## src/rtl/rld_pkg.sv

```systemverilog
package rld_pkg;

  typedef enum logic [1:0] {
    ST_READ  = 2'd0,
    ST_ERASE = 2'd1,
    ST_WRITE = 2'd2
  } rld_status_e;

endpackage

```

## src/rtl/rld_run_tracker.sv

```systemverilog
module rld_run_tracker #(
  parameter int MAX_RUN = 15,
  parameter int CNT_W   = $clog2(MAX_RUN + 1)
) (
  input  logic             clk,
  input  logic             rst,
  input  logic             din,
  input  logic             force_erase,
  input  logic             level_mode,
  output logic             ev_run,
  output logic             ev_read,
  output logic             ev_release,
  output logic [CNT_W-1:0] run_len,
  output logic             run_write,
  output logic [CNT_W-1:0] prev_len
);

  localparam logic [CNT_W-1:0] MAX_C = CNT_W'(MAX_RUN);
  localparam logic [CNT_W-1:0] ONE_C = CNT_W'(1);

  logic             din_last;
  logic             force_last;
  logic             active;
  logic             wr;
  logic [CNT_W-1:0] cnt;
  logic [CNT_W-1:0] hist;
  logic             trans;

  assign trans      = din != din_last;
  assign ev_run     = !force_erase && active && trans;
  assign ev_read    = !force_erase && active && !trans && (cnt == MAX_C);
  assign ev_release = force_last && !force_erase;
  assign run_len    = cnt;
  assign run_write  = wr;
  assign prev_len   = hist;

  always_ff @(posedge clk) begin
    if (rst) begin
      din_last   <= 1'b0;
      force_last <= 1'b0;
      active     <= 1'b0;
      wr         <= 1'b0;
      cnt        <= '0;
      hist       <= '0;
    end else begin
      din_last   <= din;
      force_last <= force_erase;
      if (force_erase) begin
        active <= 1'b0;
        cnt    <= '0;
        hist   <= '0;
      end else if (active) begin
        if (trans) begin
          hist <= cnt;
          cnt  <= ONE_C;
          wr   <= level_mode ? din : ~wr;
        end else if (cnt == MAX_C) begin
          active <= 1'b0;
          cnt    <= '0;
          hist   <= '0;
        end else begin
          cnt <= cnt + ONE_C;
        end
      end else if (trans) begin
        active <= 1'b1;
        cnt    <= ONE_C;
        hist   <= '0;
        wr     <= level_mode ? din : 1'b1;
      end
    end
  end


  len_range_chk: assert property (@(posedge clk) disable iff (rst)
    active |-> (cnt != '0) && (cnt <= MAX_C));


  read_exit_chk: assert property (@(posedge clk) disable iff (rst)
    ev_read |=> !active);


  alternate_chk: assert property (@(posedge clk) disable iff (rst)
    (ev_run && !level_mode) |=> (wr != $past(wr)));


  level_pol_chk: assert property (@(posedge clk) disable iff (rst)
    (!force_erase && trans && level_mode) |=> (wr == $past(din)));


  force_idle_chk: assert property (@(posedge clk) disable iff (rst)
    force_erase |=> !active);

endmodule

```

## src/rtl/rld_index_map.sv

```systemverilog
module rld_index_map #(
  parameter int MAX_RUN  = 15,
  parameter int LOOKBACK = 5,
  parameter int CNT_W    = $clog2(MAX_RUN + 1),
  parameter int IDX_W    = 6
) (
  input  logic             is_read,
  input  logic             run_write,
  input  logic [CNT_W-1:0] run_len,
  input  logic [CNT_W-1:0] prev_len,
  output logic [IDX_W-1:0] idx
);

  localparam int W_BASE    = MAX_RUN + 1;
  localparam int SEL_N     = LOOKBACK + 1;
  localparam int LONG_BASE = W_BASE + LOOKBACK * SEL_N;

  int len_i;
  int prev_i;
  int sel_i;
  int idx_i;

  always_comb begin
    len_i  = int'(run_len);
    prev_i = int'(prev_len);
    sel_i  = ((prev_i >= 1) && (prev_i <= LOOKBACK)) ? (prev_i - 1) : LOOKBACK;
    if (is_read) begin
      idx_i = 0;
    end else if (!run_write) begin
      idx_i = len_i;
    end else if (len_i <= LOOKBACK) begin
      idx_i = W_BASE + (len_i - 1) * SEL_N + sel_i;
    end else begin
      idx_i = LONG_BASE + len_i - (LOOKBACK + 1);
    end
    idx = IDX_W'(idx_i);
  end

endmodule

```

## src/rtl/rld_delay_line.sv

```systemverilog
module rld_delay_line #(
  parameter int WIDTH = 11,
  parameter int DEPTH = 28
) (
  input  logic             clk,
  input  logic             rst,
  input  logic [WIDTH-1:0] d,
  output logic [WIDTH-1:0] q
);

  logic [WIDTH-1:0] stg [DEPTH];

  always_ff @(posedge clk) begin
    if (rst) begin
      for (int i = 0; i < DEPTH; i++) stg[i] <= '0;
    end else begin
      stg[0] <= d;
      for (int i = 1; i < DEPTH; i++) stg[i] <= stg[i-1];
    end
  end

  assign q = stg[DEPTH-1];

endmodule

```

## src/rtl/rld_decoder.sv

```systemverilog
module rld_decoder #(
  parameter int MAX_RUN  = 15,
  parameter int LOOKBACK = 5,
  parameter int LATENCY  = 28,
  parameter int IDX_W    = 6
) (
  input  logic             clk,
  input  logic             rst,
  input  logic             din,
  input  logic             force_erase,
  input  logic             level_mode,
  output logic [IDX_W-1:0] idx,
  output logic             idx_valid,
  output logic [1:0]       status,
  output logic             rd_wr
);

  import rld_pkg::*;

  localparam int CNT_W = $clog2(MAX_RUN + 1);
  localparam int ENT_W = IDX_W + 5;

  logic             ev_run;
  logic             ev_read;
  logic             ev_release;
  logic [CNT_W-1:0] run_len;
  logic             run_write;
  logic [CNT_W-1:0] prev_len;
  logic [IDX_W-1:0] map_idx;

  logic             e_upd;
  logic             e_vld;
  logic             e_rdwr;
  rld_status_e      e_st;
  logic [ENT_W-1:0] ent_in;
  logic [ENT_W-1:0] ent_out;

  rld_run_tracker #(
    .MAX_RUN (MAX_RUN),
    .CNT_W   (CNT_W)
  ) u_tracker (
    .clk        (clk),
    .rst        (rst),
    .din        (din),
    .force_erase(force_erase),
    .level_mode (level_mode),
    .ev_run     (ev_run),
    .ev_read    (ev_read),
    .ev_release (ev_release),
    .run_len    (run_len),
    .run_write  (run_write),
    .prev_len   (prev_len)
  );

  rld_index_map #(
    .MAX_RUN (MAX_RUN),
    .LOOKBACK(LOOKBACK),
    .CNT_W   (CNT_W),
    .IDX_W   (IDX_W)
  ) u_map (
    .is_read  (ev_read),
    .run_write(run_write),
    .run_len  (run_len),
    .prev_len (prev_len),
    .idx      (map_idx)
  );

  always_comb begin
    e_upd  = 1'b0;
    e_vld  = 1'b0;
    e_rdwr = 1'b0;
    e_st   = ST_READ;
    if (force_erase) begin
      e_upd = 1'b1;
      e_st  = ST_ERASE;
    end else if (ev_release) begin
      e_upd  = 1'b1;
      e_rdwr = 1'b1;
    end else if (ev_read) begin
      e_upd  = 1'b1;
      e_vld  = 1'b1;
      e_rdwr = 1'b1;
    end else if (ev_run) begin
      e_upd = 1'b1;
      e_vld = 1'b1;
      e_st  = run_write ? ST_WRITE : ST_ERASE;
    end
  end

  assign ent_in = {e_upd, e_vld, e_rdwr, e_st, map_idx};

  rld_delay_line #(
    .WIDTH(ENT_W),
    .DEPTH(LATENCY)
  ) u_delay (
    .clk(clk),
    .rst(rst),
    .d  (ent_in),
    .q  (ent_out)
  );

  always_ff @(posedge clk) begin
    if (rst) begin
      idx       <= '0;
      idx_valid <= 1'b0;
      status    <= ST_READ;
      rd_wr     <= 1'b1;
    end else begin
      idx_valid <= ent_out[IDX_W+3];
      if (ent_out[IDX_W+4]) begin
        status <= ent_out[IDX_W+1:IDX_W];
        rd_wr  <= ent_out[IDX_W+2];
      end
      if (ent_out[IDX_W+3]) idx <= ent_out[IDX_W-1:0];
    end
  end


  read_idx_chk: assert property (@(posedge clk) disable iff (rst)
    (idx_valid && status == ST_READ) |-> (idx == '0) && rd_wr);


  erase_idx_chk: assert property (@(posedge clk) disable iff (rst)
    (idx_valid && status == ST_ERASE) |-> (int'(idx) >= 1) && (int'(idx) <= MAX_RUN) && !rd_wr);


  write_idx_chk: assert property (@(posedge clk) disable iff (rst)
    (idx_valid && status == ST_WRITE) |-> (int'(idx) > MAX_RUN) && !rd_wr);


  status_code_chk: assert property (@(posedge clk) disable iff (rst)
    status != 2'd3);

endmodule

```

## config.mk

```make
export PLATFORM = sky130hd
export DESIGN_NAME = rld_decoder
export DESIGN_NICKNAME = d
export VERILOG_FILES = /design/src/rtl/rld_pkg.sv /design/src/rtl/rld_run_tracker.sv /design/src/rtl/rld_index_map.sv /design/src/rtl/rld_delay_line.sv /design/src/rtl/rld_decoder.sv
export SDC_FILE = /design/constraint.sdc
export NUM_CORES = 1
export LEC_CHECK = 0
export ABC_AREA = 1
export BUFFER_PORTS_ARGS = -buffer_cell sky130_fd_sc_hd__buf_4
export CAP_MARGIN = 20
export CORE_ASPECT_RATIO = 0.9
export CORE_MARGIN = 4
export CORE_UTILIZATION = 50
export CTS_CLUSTER_SIZE = 30
export DETAILED_ROUTE_END_ITERATION = 8
export PLACE_DENSITY = 0.64
export SYNTH_ARGS = -nofsm -noshare
export SYNTH_HDL_FRONTEND = slang
export SYNTH_SLANG_ARGS = --single-unit
```

## constraint.sdc

```tcl
create_clock -name clk -period 7.2 [get_ports clk]
set_input_delay 0.36 -clock clk [delete_from_list [all_inputs] [get_ports clk]]
set_output_delay 0.36 -clock clk [all_outputs]
set_load 0.02 [all_outputs]
```

; After elaboration in Yosys (flattened, before gate mapping)
; Memories as Yosys holds them, arrays and structs flattened.
; Cells that the tools add are included.
[classes]
add_sub_neg = 7
multipliers = 1
order_cmp = 3
eq_ne = 2
n_mux = 66
bitwise_logic = 30
n_reduce_logical = 13
[op_table]
columns = cell, count
row1 = 11-bit 2-to-1 mux, 28
row2 = "32-bit by 3-bit multiplier with 5-bit output, second input constant", 1
row3 = 4-bit 2-to-1 mux, 8
row4 = 1-bit OR, 28
row5 = 6-bit 2-to-1 mux, 4
row6 = 1-bit 2-to-1 mux, 21
row7 = 2-bit 2-to-1 mux, 5
row8 = "4-bit by 1-bit subtractor with 5-bit output, second input constant", 2
row9 = "4-bit by 3-bit <= comparator with 1-bit output, second input constant", 2
row10 = "6-bit by 4-bit adder with 6-bit output, first input constant", 1
row11 = 6-bit adder, 1
row12 = "6-bit adder, first input constant", 1
row13 = 1-bit logical AND, 6
row14 = "6-bit by 4-bit subtractor with 6-bit output, second input constant", 1
row15 = "4-bit by 1-bit adder with 4-bit output, second input constant", 1
row16 = "4-bit equality test, second input constant", 1
row17 = "4-bit by 1-bit greater-or-equal comparator with 1-bit output, second input constant", 1
row18 = 2-bit AND reduction, 2
row19 = 2-bit nonzero test, 2
row20 = 1-bit logical NOT, 2
row21 = 1-bit NOT, 2
row22 = 2-bit OR reduction, 1
row23 = 1-bit != test, 1
[word_totals]
ff_bits = 22
ramBits = 308
input_bits = 5
n_memories = 1
[memory_table]
columns = memory, words, word_bits, rd, rd_ports_with_merged_regs, wr, line_no
row1 = u_delay.stg, 28, 11, 28, 0, 28, rld_delay_line.sv:11  ; logic [WIDTH-1:0] stg [DEPTH];

; Logic depth before layout (Yosys ltp)
[depth]
ltp_word = 8
depth_mapped = 20
mapped_depth_nobuf = 20

; Hierarchy
; A second synthesis with hierarchy kept.
[unflattened]
cells_unflattened = 1206
area_unflattened_um2 = 10473.8
[modules_own_cells]
columns = mod, instances, cells_each, area_each_um2, seq_area_each_um2
row1 = rld_delay_line, 1, 969, 8868.5, 6165.9
row2 = rld_index_map, 1, 102, 639.4, 0.0
row3 = rld_run_tracker, 1, 80, 581.8, 240.2
row4 = rld_decoder, 1, 55, 384.1, 200.2

; Worst setup path after synthesis
; No wires, ideal clock.
[synth_path]
path_kind = reg2reg
start = reg u_tracker.cnt[0] (netlist: u_tracker.run_len[0])
end = mem u_delay.stg[0][5]
t_arrival_ns = 3.118
required_ns = 7.083
setup_slack_ns = 3.965
path_stages_with_launch = 19
path_buffers = 0
path_cell_list = dfxtp_1 -> inv_2 -> ha_1 -> xor2_1 -> ha_1 -> ha_1 -> inv_1 -> fa_1 -> ha_1 -> inv_1 -> ha_1 -> nand2_1 -> nand2_1 -> nor2_1 -> nand4_1 -> nand2_1 -> nand2_1 -> nand2_2 -> a21oi_2
[synth_rtl]
columns = item, line_no
row1 = from (decl), rld_run_tracker.sv:25  ; logic [CNT_W-1:0] cnt;
row2 = from (signal assigned), rld_run_tracker.sv:62  ; cnt <= cnt + ONE_C;
row3 = to (decl), rld_delay_line.sv:11

==> results.cfg <==
[place]
dp_hpwl_microns = 7270
gp_congestion = 0.801
io_buffers = 14

[routing]
wl_met1_microns = 5910
dr_wl_met2_microns = 5620
first_pass_iters = 4
wl_met3_microns = 432
routedWlPerCell_microns = 8.52
viasPerCell = 4.12
highest_layer = met4
drtIter0Drc = 220
drtAntennaViolNets = 0
finalWirelength_microns = 12300
vias = 5967
drc_errors = 0

[sta]
fin_crit_ps = 3490
hold_viol = 0
report.final.slew_viol_count = 0
tightest_slew_ps = 946
final.setup.tns_ps = 0
skew_ps = 7.46
period_share_pct = 48.5
rsz0062_at_grt = false
holdWs_ps = 57.7
finalSetupViolations = 0
max-slew-margin-rel_pct = 37.0
max_freq_mhz = 287

[logic_synthesis]
avgSynthCellArea_sq_um = 8.77
ys_ff_latch = 330
synth_fa_ha_area_share_pct = 2.36
synth_top_family_by_area = simple AND/OR/NAND/NOR gates
syn_nets = 1184
seq_area_frac_synth_pct = 64.9
syn_inst = 1161
synth_area_sq_um = 10200
yosys_warnings = 0
synth_simple_gate_area_share_pct = 16.0
synthXorXnorAreaFrac_pct = 0.516
synth_compound_area_share_pct = 1.84
synthDistinctLibCells = 35
muxShareOfSynthArea_pct = 0

[worst_hold_path]
hp-start = din
hold_path_depth = 3
hold_path.class = primary input to flip-flop

[cells_and_area]
drive_above_1_share_pct = 7.80
n_antenna_cell = 0
final_core_util_pct = 57.4
final_cell_mix = 333 x nor2_1, 330 x dfxtp_1, 327 x inv_1, 37 x nand2_1, 31 x clkbuf_16
nets = 1194
final_common_cell = nor2_1
syn_to_final_growth_pct = 12.7

[power]
p_per_area_nw_per_um2 = 312
power.total_w = 0.00357
p_leak_nw = 4.61
peakVddDrop_v = 0.000162

[cts]
cts.path.max_buffers = 3
cts-root-buf = clkbuf_16
cts.htree.levels = 1
clk_transition_reported_paths_ps = 60
ctsHoldBuffers = 0
cts_resized = 0
cts_setup_buffers = 0
cts_tree = built
clock_sinks = 330
numCtsBuffers = 31
clk_latency_ps = 530

[setup_path]
reg2reg_depth = 18
start_kind = flip-flop
critPathArrivalTime_ps = 3910
path_class = flip-flop to flip-flop
critical_path_required_ps = 7620
setup.worst_path.start = u_tracker.run_len[0]$_SDFFE_PP0P_
regToRegStartpoint = u_tracker.run_len[0]$_SDFFE_PP0P_
crit_path_end_kind = flip-flop
worstPathMaxFanout = 7

[floorplan]
die_h_microns = 143
initial_core_util_pct = 50.9
core_area_sq_um = 20000
die_x_microns = 158
dieArea_sq_um = 22700
rows = 49
io_pins = 15

[grt]
antenna_found_initial = 0
grt_max_degree = 128
grt_use_total_pct = 11.4
grt-ovfl-total = 0
grt_pass1_vias = 5527
grt_pass1_wl_microns = 22400

[flow_run]
cap_violations = 0

[status]
status = completed
[flip-flops by register name (all words and copies together), names as in the netlist]
signal                flops
u_tracker.prev_len        4
status                    2
idx                       6
u_tracker.force_last      1
u_tracker.active          1
u_tracker.run_write       1
u_tracker.din_last        1
u_delay.stg             308
rd_wr                     1
u_tracker.run_len         4
idx_valid                 1
[logic make-up after synthesis]
family	after synthesis
buffers and inverters	373
XOR/XNOR	6
adder cells (fa/ha/maj)	18
AO/OA/AOI/OAI	29
flip-flops	330
AND/OR/NAND/NOR	405
[critical path, cell delays in order, from the launching register on]
cell	delay, ps
dfxtp_1	480
inv_2	130
ha_1	270
xor2_1	230
ha_1	270
ha_1	190
inv_1	60
fa_1	410
ha_1	290
inv_1	40
ha_1	330
nand2_1	80
nand2_1	40
nor2_1	140
nand4_1	150
nand2_1	100
nand2_1	60
nand2_2	70
a21oi_2	40
[synthesized netlist by cell type]
cell      count  share of area, %
xor2_1        5              0.43
o21ai_0       8              0.39
nor4_1        2              0.12
buf_4         1             0.074
fa_1          2              0.39
nand4_1       2              0.12
a31oi_1       2              0.12
a21oi_1       9              0.44
nand2_2      10              0.61
inv_1       327                12
inv_2         5              0.18
dfxtp_1     330                65
nor2_4        1              0.11
ha_1         16               2.0
a211oi_1      3              0.22
clkbuf_1      4              0.15
buf_6         2              0.22
a221oi_1      2              0.17
xnor2_1       1             0.086
o21ai_2       1             0.086
nor2_2        2              0.12
nand2_4       2              0.22
a211oi_2      2              0.25
nor3_2        1             0.098
nand2_1      37               1.4
buf_2        32               1.6
nand3_2       3              0.29
a21o_1        1             0.074
nor3_1        5              0.25
or2_4         1             0.086
nor2_1      333                12
inv_8         1              0.11
nand3_1       6              0.29
inv_4         1             0.061
a21oi_2       1             0.086
[final timing paths]
path,endpoint,slack [ps]
worst min-delay path,u_tracker.din_last$_SDFF_PP0_,60
worst max register to register,u_delay.stg[0][5]$_SDFF_PP0_,3710
worst max-delay path,u_delay.stg[0][5]$_SDFF_PP0_,3710
worst min register to register,u_delay.stg[1][84]$_SDFF_PP0_,390
[layout make-up]
| cell class | count | area, sq um |
|---|---|---|
| clock buffers | 46 | 902 |
| clock inverters | 8 | 146 |
| fillers | 1807 | 8510 |
| inverters | 334 | 1260 |
| multi-input cells | 458 | 2110 |
| flip-flops and latches | 330 | 6610 |
| well taps | 255 | 319 |
| repair buffers | 16 | 128 |
[per-stage QoR]
step | area (sq um) | setup slack (ps) | std cells
finish | 11500 | 3710 | 1447
floorplan | 10200 | 3970 | 1161
detailed placement | 10400 | 3710 | 1393
global route | 11500 | 3440 | 1447
global placement | 10400 | 3820 | 1393
CTS | 11500 | 3710 | 1447
[routing by layer]
layer / track usage [%] / vias up
li1: - / 3251
met1: 13.6 / 2632
met2: 20.5 / 52
met3: 2.80 / 32
met4: 3.37 / 0
met5: 0 / -
[power by group]
part	total [W]	switching (W)	internal [W]	leakage (nW)
sequential	0.00184	0.00000508	0.00184	2.66
combinational	0.000108	0.0000731	0.0000344	1.44
clock	0.00163	0.000624	0.00100	0.511
total	0.00357	0.000702	0.00287	4.61
Note: power is estimated with default switching activity, not from simulation.
